$ cat config.mk
export PLATFORM = sky130hd
export DESIGN_NAME = prg_top
export DESIGN_NICKNAME = d
export VERILOG_FILES = /design/src/rtl/prg_pkg.sv /design/src/rtl/prg_decode.sv /design/src/rtl/prg_divider.sv /design/src/rtl/prg_top.sv
export SDC_FILE = /design/constraint.sdc
export NUM_CORES = 1
export LEC_CHECK = 0
export ABC_AREA = 0
export BUFFER_PORTS_ARGS = -buffer_cell sky130_fd_sc_hd__buf_2
export CORE_MARGIN = 3
export CORE_UTILIZATION = 57
export CTS_CLUSTER_DIAMETER = 80
export CTS_CLUSTER_SIZE = 20
export DETAILED_ROUTE_END_ITERATION = 6
export PLACE_DENSITY = 0.8
export RECOVER_POWER = 100
export REMOVE_ABC_BUFFERS = 1
export SKIP_LAST_GASP = 1
export SLEW_MARGIN = 20
export SYNTH_ARGS = -nofsm -noshare
export SYNTH_HDL_FRONTEND = slang
export SYNTH_HIERARCHICAL = 1
export SYNTH_SLANG_ARGS = --single-unit
$ cat constraint.sdc
create_clock -name clk -period 3.9 [get_ports clk]
set_input_delay 0.39 -clock clk [delete_from_list [all_inputs] [get_ports clk]]
set_output_delay 0.39 -clock clk [all_outputs]
set_load 0.01 [all_outputs]
$ cat src/rtl/prg_pkg.sv
package prg_pkg;

    localparam int RATE_W  = 4;
    localparam int DIV_W   = 14;
    localparam int SHIFT_W = $clog2(DIV_W + 1);

    localparam logic [RATE_W-1:0] ALIAS_A_CODE  = RATE_W'(1);
    localparam logic [RATE_W-1:0] ALIAS_B_CODE  = RATE_W'(2);
    localparam logic [SHIFT_W-1:0] ALIAS_A_SHIFT = SHIFT_W'(7);
    localparam logic [SHIFT_W-1:0] ALIAS_B_SHIFT = SHIFT_W'(8);

    typedef struct packed {
        logic               active;
        logic [SHIFT_W-1:0] shift;
    } rate_sel_t;

    typedef struct packed {
        logic [DIV_W-1:0]  cnt;
        logic [RATE_W-1:0] code;
    } div_st_t;

    typedef struct packed {
        logic sqw;
        logic evt;
    } out_st_t;

    function automatic rate_sel_t decode_rate(input logic [RATE_W-1:0] code);
        rate_sel_t r;
        r.active = 1'b1;
        if (code == '0) begin
            r.active = 1'b0;
            r.shift  = '0;
        end else if (code == ALIAS_A_CODE) begin
            r.shift = ALIAS_A_SHIFT;
        end else if (code == ALIAS_B_CODE) begin
            r.shift = ALIAS_B_SHIFT;
        end else begin
            r.shift = SHIFT_W'(code - 1'b1);
        end
        return r;
    endfunction

endpackage

$ cat src/rtl/prg_decode.sv
module prg_decode
    import prg_pkg::*;
(
    input  logic [RATE_W-1:0] code,
    output logic              active,
    output logic [DIV_W-1:0]  mask,
    output logic [DIV_W-1:0]  half
);
    rate_sel_t sel;

    always_comb begin
        sel    = decode_rate(code);
        active = sel.active;
        mask   = (DIV_W'(1) << sel.shift) - DIV_W'(1);
        half   = sel.active ? (DIV_W'(1) << (sel.shift - SHIFT_W'(1))) : '0;
    end

    always_comb begin
        AST_HALF_ONEHOT: assert (!active || $onehot(half));
    end
endmodule

$ cat src/rtl/prg_divider.sv
module prg_divider
    import prg_pkg::*;
(
    input  logic              clk,
    input  logic              rst_n,
    input  logic              tick,
    input  logic [RATE_W-1:0] code,
    input  logic              active,
    input  logic [DIV_W-1:0]  mask,
    input  logic [DIV_W-1:0]  half,
    output logic              level_nxt,
    output logic              rise
);
    div_st_t st_d, st_q;

    always_comb begin
        st_d      = st_q;
        st_d.code = code;
        rise      = 1'b0;
        if (code != st_q.code) begin
            st_d.cnt = '0;
        end else if (active && tick) begin
            st_d.cnt = (st_q.cnt + DIV_W'(1)) & mask;
            rise     = ((st_q.cnt & mask) == (half - DIV_W'(1)));
        end
        level_nxt = active && (|(st_d.cnt & half));
    end

    always_ff @(posedge clk) begin
        if (!rst_n) begin
            st_q <= '0;
        end else begin
            st_q <= st_d;
        end
    end

    AST_PHASE_RESET: assert property (@(posedge clk) disable iff (!rst_n)
        (code != st_q.code) |=> (st_q.cnt == '0));

    AST_OFF_HOLD: assert property (@(posedge clk) disable iff (!rst_n)
        (!active) |=> (st_q.cnt == '0));
endmodule

$ cat src/rtl/prg_top.sv
module prg_top
    import prg_pkg::*;
(
    input  logic              clk,
    input  logic              rst_n,
    input  logic              tick_32k,
    input  logic [RATE_W-1:0] rate_code,
    input  logic              sqw_en,
    input  logic              fast_en,
    input  logic              pie_en,
    output logic              sqw_out,
    output logic              periodic_evt
);
    logic             active;
    logic [DIV_W-1:0] mask;
    logic [DIV_W-1:0] half;
    logic             level_nxt;
    logic             rise;
    out_st_t          out_d, out_q;

    prg_decode u_decode (
        .code   (rate_code),
        .active (active),
        .mask   (mask),
        .half   (half)
    );

    prg_divider u_divider (
        .clk       (clk),
        .rst_n     (rst_n),
        .tick      (tick_32k),
        .code      (rate_code),
        .active    (active),
        .mask      (mask),
        .half      (half),
        .level_nxt (level_nxt),
        .rise      (rise)
    );

    always_comb begin
        out_d = out_q;
        if (fast_en) begin
            out_d.sqw = tick_32k;
        end else if (sqw_en) begin
            out_d.sqw = level_nxt;
        end else begin
            out_d.sqw = 1'b0;
        end
        out_d.evt = rise && pie_en && !fast_en;
    end

    always_ff @(posedge clk) begin
        if (!rst_n) begin
            out_q <= '0;
        end else begin
            out_q <= out_d;
        end
    end

    assign sqw_out      = out_q.sqw;
    assign periodic_evt = out_q.evt;

    AST_EVT_SINGLE: assert property (@(posedge clk) disable iff (!rst_n)
        periodic_evt |=> !periodic_evt);

    AST_EVT_ON_RISE: assert property (@(posedge clk) disable iff (!rst_n)
        (pie_en && sqw_en && !fast_en && rise) |=> $rose(sqw_out));

    AST_FAST_NO_EVT: assert property (@(posedge clk) disable iff (!rst_n)
        fast_en |=> !periodic_evt);

    AST_FAST_FOLLOW: assert property (@(posedge clk) disable iff (!rst_n)
        fast_en |=> (sqw_out == $past(tick_32k)));

    AST_IDLE_LOW: assert property (@(posedge clk) disable iff (!rst_n)
        (!sqw_en && !fast_en) |=> !sqw_out);

    AST_OFF_QUIET: assert property (@(posedge clk) disable iff (!rst_n)
        (rate_code == '0 && !fast_en) |=> (!sqw_out && !periodic_evt));

    AST_NO_PIE_QUIET: assert property (@(posedge clk) disable iff (!rst_n)
        !pie_en |=> !periodic_evt);
endmodule

# --- Word level (Yosys, flattened, before mapping) ---
# Cells that the tools add are included.
word_totals:
  ff_bits: 20
  out_inout_bits: 2
  elab_cells: 36
classes:
  add_sub_neg: 5
  muxes: 11
  shifts: 2
  eq_ne: 4
  reduce_logical: 7
  bitwise_logic: 3
ops:
  columns: ["op", "count"]
  rows:
  - ["AND 14 bit", 3]
  - ["2-to-1 mux 14 bit", 3]
  - ["<< shifter 1 x 4 -> 14 bit, first input constant", 2]
  - ["adder 14 x 1 -> 14 bit, second input constant", 1]
  - ["equality test 14 bit", 1]
  - ["OR reduction 14 bit", 1]
  - ["subtractor 14 x 1 -> 14 bit, second input constant", 1]
  - ["subtractor 14 x 2 -> 14 bit, second input constant", 1]
  - ["2-to-1 mux 4 bit", 3]
  - ["subtractor 4 x 1 -> 4 bit, second input constant", 2]
  - ["2-to-1 mux 1 bit", 5]
  - ["equality test 4 x 1 -> 1 bit, second input constant", 1]
  - ["equality test 4 x 2 -> 1 bit, second input constant", 1]
  - ["logical AND 1 bit", 4]
  - ["logical NOT 4 bit", 1]
  - ["inequality test 4 bit", 1]
  - ["logical NOT 1 bit", 1]

# --- Logic depth before layout (Yosys ltp) ---
depth:
  ltp_word: 14
  mapped_depth: 20

# --- Cells and area by module ---
# The synthesis kept the hierarchy.
by_module_without_submodules:
  columns: ["mod", "seq_area_each_um2", "cells_each", "area_each_um2", "instances"]
  rows:
  - ["prg_divider", 360.3, 207, 1635.3, 1]
  - ["prg_decode", 0.0, 123, 764.5, 1]
  - ["prg_top", 40.0, 6, 67.6, 1]

# --- Least setup slack after synthesis ---
# No wires, ideal clock.
synth_timing:
  kind: "in2reg"
  from: "input rate_code[0]"
  to: "register out_q (netlist bit periodic_evt)"
  setup_time_ns: 0.061
  slack_ns: -0.112
  t_arrival_ns: 3.951
  path_buffers: 2
  required_time_ns: 3.839
  path_stages: 19
  cell_sequence: "inv_1 -> ha_1 -> clkbuf_1 -> or4_4 -> o22ai_1 -> nand2_1 -> nor3_1 -> inv_1 -> ha_1 -> clkbuf_1 -> xor2_1 -> o21ai_0 -> a21boi_0 -> nor4_1 -> and2_1 -> o21ai_0 -> a211oi_1 -> nor4bb_1 -> and4b_1"
synth_via:
  elab_chain_len: 13
  word_cells_on_any_way: 22
  classes_between: "4 x add/sub; 4 x eq/ne; 2 x shift; 7 x mux; 1 x bitwise; 4 x reduce/logical"
synth_lines:
  columns: ["item", "line_no", "rtl"]
  rows:
  - ["start, declared", "prg_top.sv:7", "input logic [RATE_W-1:0] rate_code,"]
  - ["subtractor 4 x 1 -> 4 bit or equality test 4 x 2 -> 1 bit (tied branches)", "prg_pkg.sv:38, prg_pkg.sv:35", null]
  - ["2-to-1 mux 4 bit", "prg_pkg.sv:35", "end else if (code == ALIAS_B_CODE) begin"]
  - ["2-to-1 mux 4 bit", "prg_pkg.sv:33", "end else if (code == ALIAS_A_CODE) begin"]
  - ["2-to-1 mux 4 bit", "prg_pkg.sv:30", "if (code == '0) begin"]
  - ["subtractor 4 x 1 -> 4 bit", "prg_decode.sv:15", "half = sel.active ? (DIV_W'(1) << (sel.shift - SHIFT_W'(1))) : '0;"]
  - ["<< shifter 1 x 4 -> 14 bit", "prg_decode.sv:15", null]
  - ["2-to-1 mux 14 bit *", "prg_decode.sv:15", null]
  - ["net half[0]", "prg_top.sv:16", "logic [DIV_W-1:0] half;"]
  - ["subtractor 14 x 1 -> 14 bit *", "prg_divider.sv:24", "rise = ((st_q.cnt & mask) == (half - DIV_W'(1)));"]
  - ["equality test 14 bit *", "prg_divider.sv:24", null]
  - ["2-to-1 mux 1 bit *", "prg_divider.sv:22", "end else if (active && tick) begin"]
  - ["2-to-1 mux 1 bit *", "prg_divider.sv:20", "if (code != st_q.code) begin"]
  - ["net rise", "prg_top.sv:18", "logic rise;"]
  - ["logical AND 1 bit * (2 in series)", "prg_top.sv:49", "out_d.evt = rise && pie_en && !fast_en;"]
  - ["end signal, assigned", "prg_top.sv:56", "out_q <= out_d;"]
  - ["end, declared", "prg_top.sv:19", "out_st_t out_d, out_q;"]
# The timed path passes the listed nets; every way through them passes the cells marked *.
# A chain may end at the register's enable or synchronous reset.

# --- Worst setup path after layout ---
layout_timing:
  from: "input rate_code[1]"
  to: "register out_q (netlist bit periodic_evt)"
# The elaborated chain is that of the path after synthesis.

==> key figures <==
Yosys
  • Dominant synthesized flop cell: dfxtp_1
  • Mean post-synth cell area: 7.34 um^2
  • Register area share after synthesis: between 15 and 20%
  • Yosys warning count: 6
  • Netlist Area Pre-Place: 2470 um^2
  • Synth Instances: roughly 340
  • Async set or reset register ratio after synthesis: 0%
  • Synth unique cells: 79
  • FF+latch count, synth: 20
  • Post-synth EDFFs: 0

Layout
  • Share of cells above drive strength 1: between 20% and 30%
  • Diode count: 0
  • Final cell count without fillers: roughly 420
  • Filler instances: 329
  • Area Overhead vs Synth: 13.0%
  • Total Nets Final: between 300 and 400

Die
  • Die width: between 70 and 80 um
  • I/O pin count: 12
  • # rows: 23
  • Starting density of the core: about 60%
  • Die Ht: a little over 70 um
  • Core Region: 4090 um^2
  • DIE AREA: 5150 um^2

STA
  • Crit path time final: 3.71 ns
  • Final setup vio count: 0
  • Skew final: 0.00159 ns
  • Count of final max-slew check failures: 0
  • Final hold vios: 0
  • Max frequency: between 200 and 300 MHz
  • Period utilisation layout: ~95%
  • Relative slew slack: between 50% and 60%
  • Worst Max-Slew Pin Slew: around 0.64 ns

Setup path
  • CP Capture Type: register
  • Crit path max fanout: 7
  • CP Launch Type: input port
  • Kind of critical path: input port to register
  • Crit path DAT: around 3.9 ns
  • Worst EP required: 4.10 ns

Job
  • Number of max-cap violations: 0

Detailed routing
  • Via Count: approximately 2800
  • Final routed DRC violation total: 0
  • Wire per inst: about 17 um
  • Vias per cell: roughly 6.7
  • Final ANT Viol Nets: 0
  • Initial drt markers: between 200 and 250
  • DRT Pass-1 Iters: 5
  • Drt total wl: a little over 7 mm

Clock tree
  • CTS H-tree depth: 1
  • Worst-skew pair later-pin latency: 0.26 ns
  • CTS tree: done
  • Clock transition at the registers of the reported paths: roughly 0.070 ns
  • # clock sinks: 20
  • TritonCTS buffer count: 3
  • Buffer type at the clock tree root: clkbuf_8
  • Hold_buf cts: 0
  • Clk buf depth: 2

Global route
  • Largest net degree at the start of global routing: 28
  • Tot GR Track Use: 28.6%
  • First-pass GRT wire length: around 12 mm
  • GRT overflow: 0
  • Vias in the first global route: about 2500
  • Initial antenna violation count: 0

Worst hold path
  • Hold Path Class: input port to register

Run status
  • Status: finished, final reports clean

Power
  • Cell leakage power: between 1 and 1.5 nW
  • Pwr Density: between 200 and 250 nW/um^2
  • Overall power: between 0.6 and 0.7 mW
  • Worst VDD drop: around 0.18 mV

Placement
  • Port Buffers: 11
  • Detail Placement HPWL: 5.43 mm
  • Gp weighted congestion: 0.997
  • DP Cell Count: about 410
-- routing by layer --
| metal | vias up | wire, um | track usage [%] |
|---|---|---|---|
| li1 | 1316 | - | - |
| met1 | 1287 | 3050 | 38.8 |
| met2 | 168 | 3240 | 45.9 |
| met3 | 19 | 670 | 4.35 |
| met4 | 0 | 212 | 10.2 |
| met5 | - | 0 | 0 |
-- cell usage after synthesis, types with 7 or more instances --
master / number / area share, %
nor2_1: 27 / 4.1
xor2_1: 10 / 3.5
xnor2_1: 11 / 3.9
nand4_1: 9 / 2.3
dfxtp_1: 20 / 16
a21oi_1: 15 / 3.0
nand2_1: 46 / 7.0
o21ai_0: 17 / 3.4
inv_1: 12 / 1.8
ha_1: 7 / 3.5
and2_1: 11 / 2.8
nor3_1: 16 / 3.2
nand3_1: 13 / 2.6
-- metrics by stage --
| step | setup slack, ns | hold WS, ns | TNS (ns) | cell area [um^2] | utilization, % |
|---|---|---|---|---|---|
| detailed placement | -0.119 | 0.508 | -0.119 | 2710 | 66.4 |
| finish | 0.192 | 0.388 | 0 | 2790 | 68.2 |
| CTS | 0.161 | 0.383 | 0 | 2770 | 67.7 |
| global route | -0.109 | 0.408 | -0.109 | 2790 | 68.2 |
| floorplan | -0.0104 | 0.478 | -0.0104 | 2380 | - |
| global placement | 0.0869 | 0.509 | 0 | 2710 | 66.4 |
-- cell type report --
class,count,area [um^2],share of cell area [%]
multi-input cells,293,1960,70.2
well taps,50,62.6,2.24
inverters,12,45.0,1.62
repair buffers,40,269,9.65
clock buffers,4,55.1,1.97
flip-flops and latches,20,400,14.4
-- repair_timing --
| action | 4_1_cts | 5_1_grt |
|---|---|---|
| buffers inserted | 0 | 1 |
| hold endpoints to repair | 0 | 0 |
| setup endpoints to repair | 0 | 1 |
| resized for setup | 0 | 6 |
-- final timing paths --
check,start,to,slack [ns],depth (start not counted)
setup / recovery,rate_code[1],periodic_evt,0.19,19
hold / removal,sqw_en,sqw_out,0.39,3
setup reg to reg,u_divider/st_q[5],sqw_out,1.39,9
hold reg to reg,u_divider/st_q[5],u_divider/st_q[5],0.53,2
-- layout by cell type, fill, tap and decap left out, types with 11 or more instances in the layout --
cell / count
nand2_1: 46
buf_4: 29
nor2_1: 26
dfxtp_1: 20
o21ai_0: 16
nor3_1: 15
a21oi_1: 15
nand3_1: 13
inv_1: 12
xnor2_1: 11
-- report_power, final --
group	leakage [nW]	switching, mW	internal [mW]
Clock	0.0288	0.0674	0.0898
Combinational	0.875	0.178	0.126
Sequential	0.162	0.00124	0.207
-- kinds of logic after synthesis --
logic type / after synthesis / synth area share [%]
multiplexers: 4 / 1.62
AO/OA/AOI/OAI: 86 / 26.2
adder cells (fa/ha/maj): 7 / 3.55
AND/OR/NAND/NOR: 175 / 39.8
XOR/XNOR: 21 / 7.45
buffers and inverters: 23 / 5.17
flip-flops: 20 / 16.2
-- state kept, by name, summed over array words and instances, names as in the netlist --
register,cells
sqw_out,1
periodic_evt,1
u_divider/st_q,18
-- critical path, stage by stage --
cell and delay, ns:
buf_2 0.13, inv_1 0.07, ha_1 0.19, or4_4 0.42, o22ai_1 0.15, nand2_1 0.12
nor3_2 0.28, inv_1 0.08, ha_2 0.23, nand2_1 0.09, o2bb2ai_2 0.05, a22o_1 0.25
and3b_2 0.21, nor4_1 0.32, and2_1 0.17, o21ai_0 0.09, a211oi_1 0.23, nor4bb_2 0.23
and4b_1 0.21
Power figures use the tool's default switching activity.
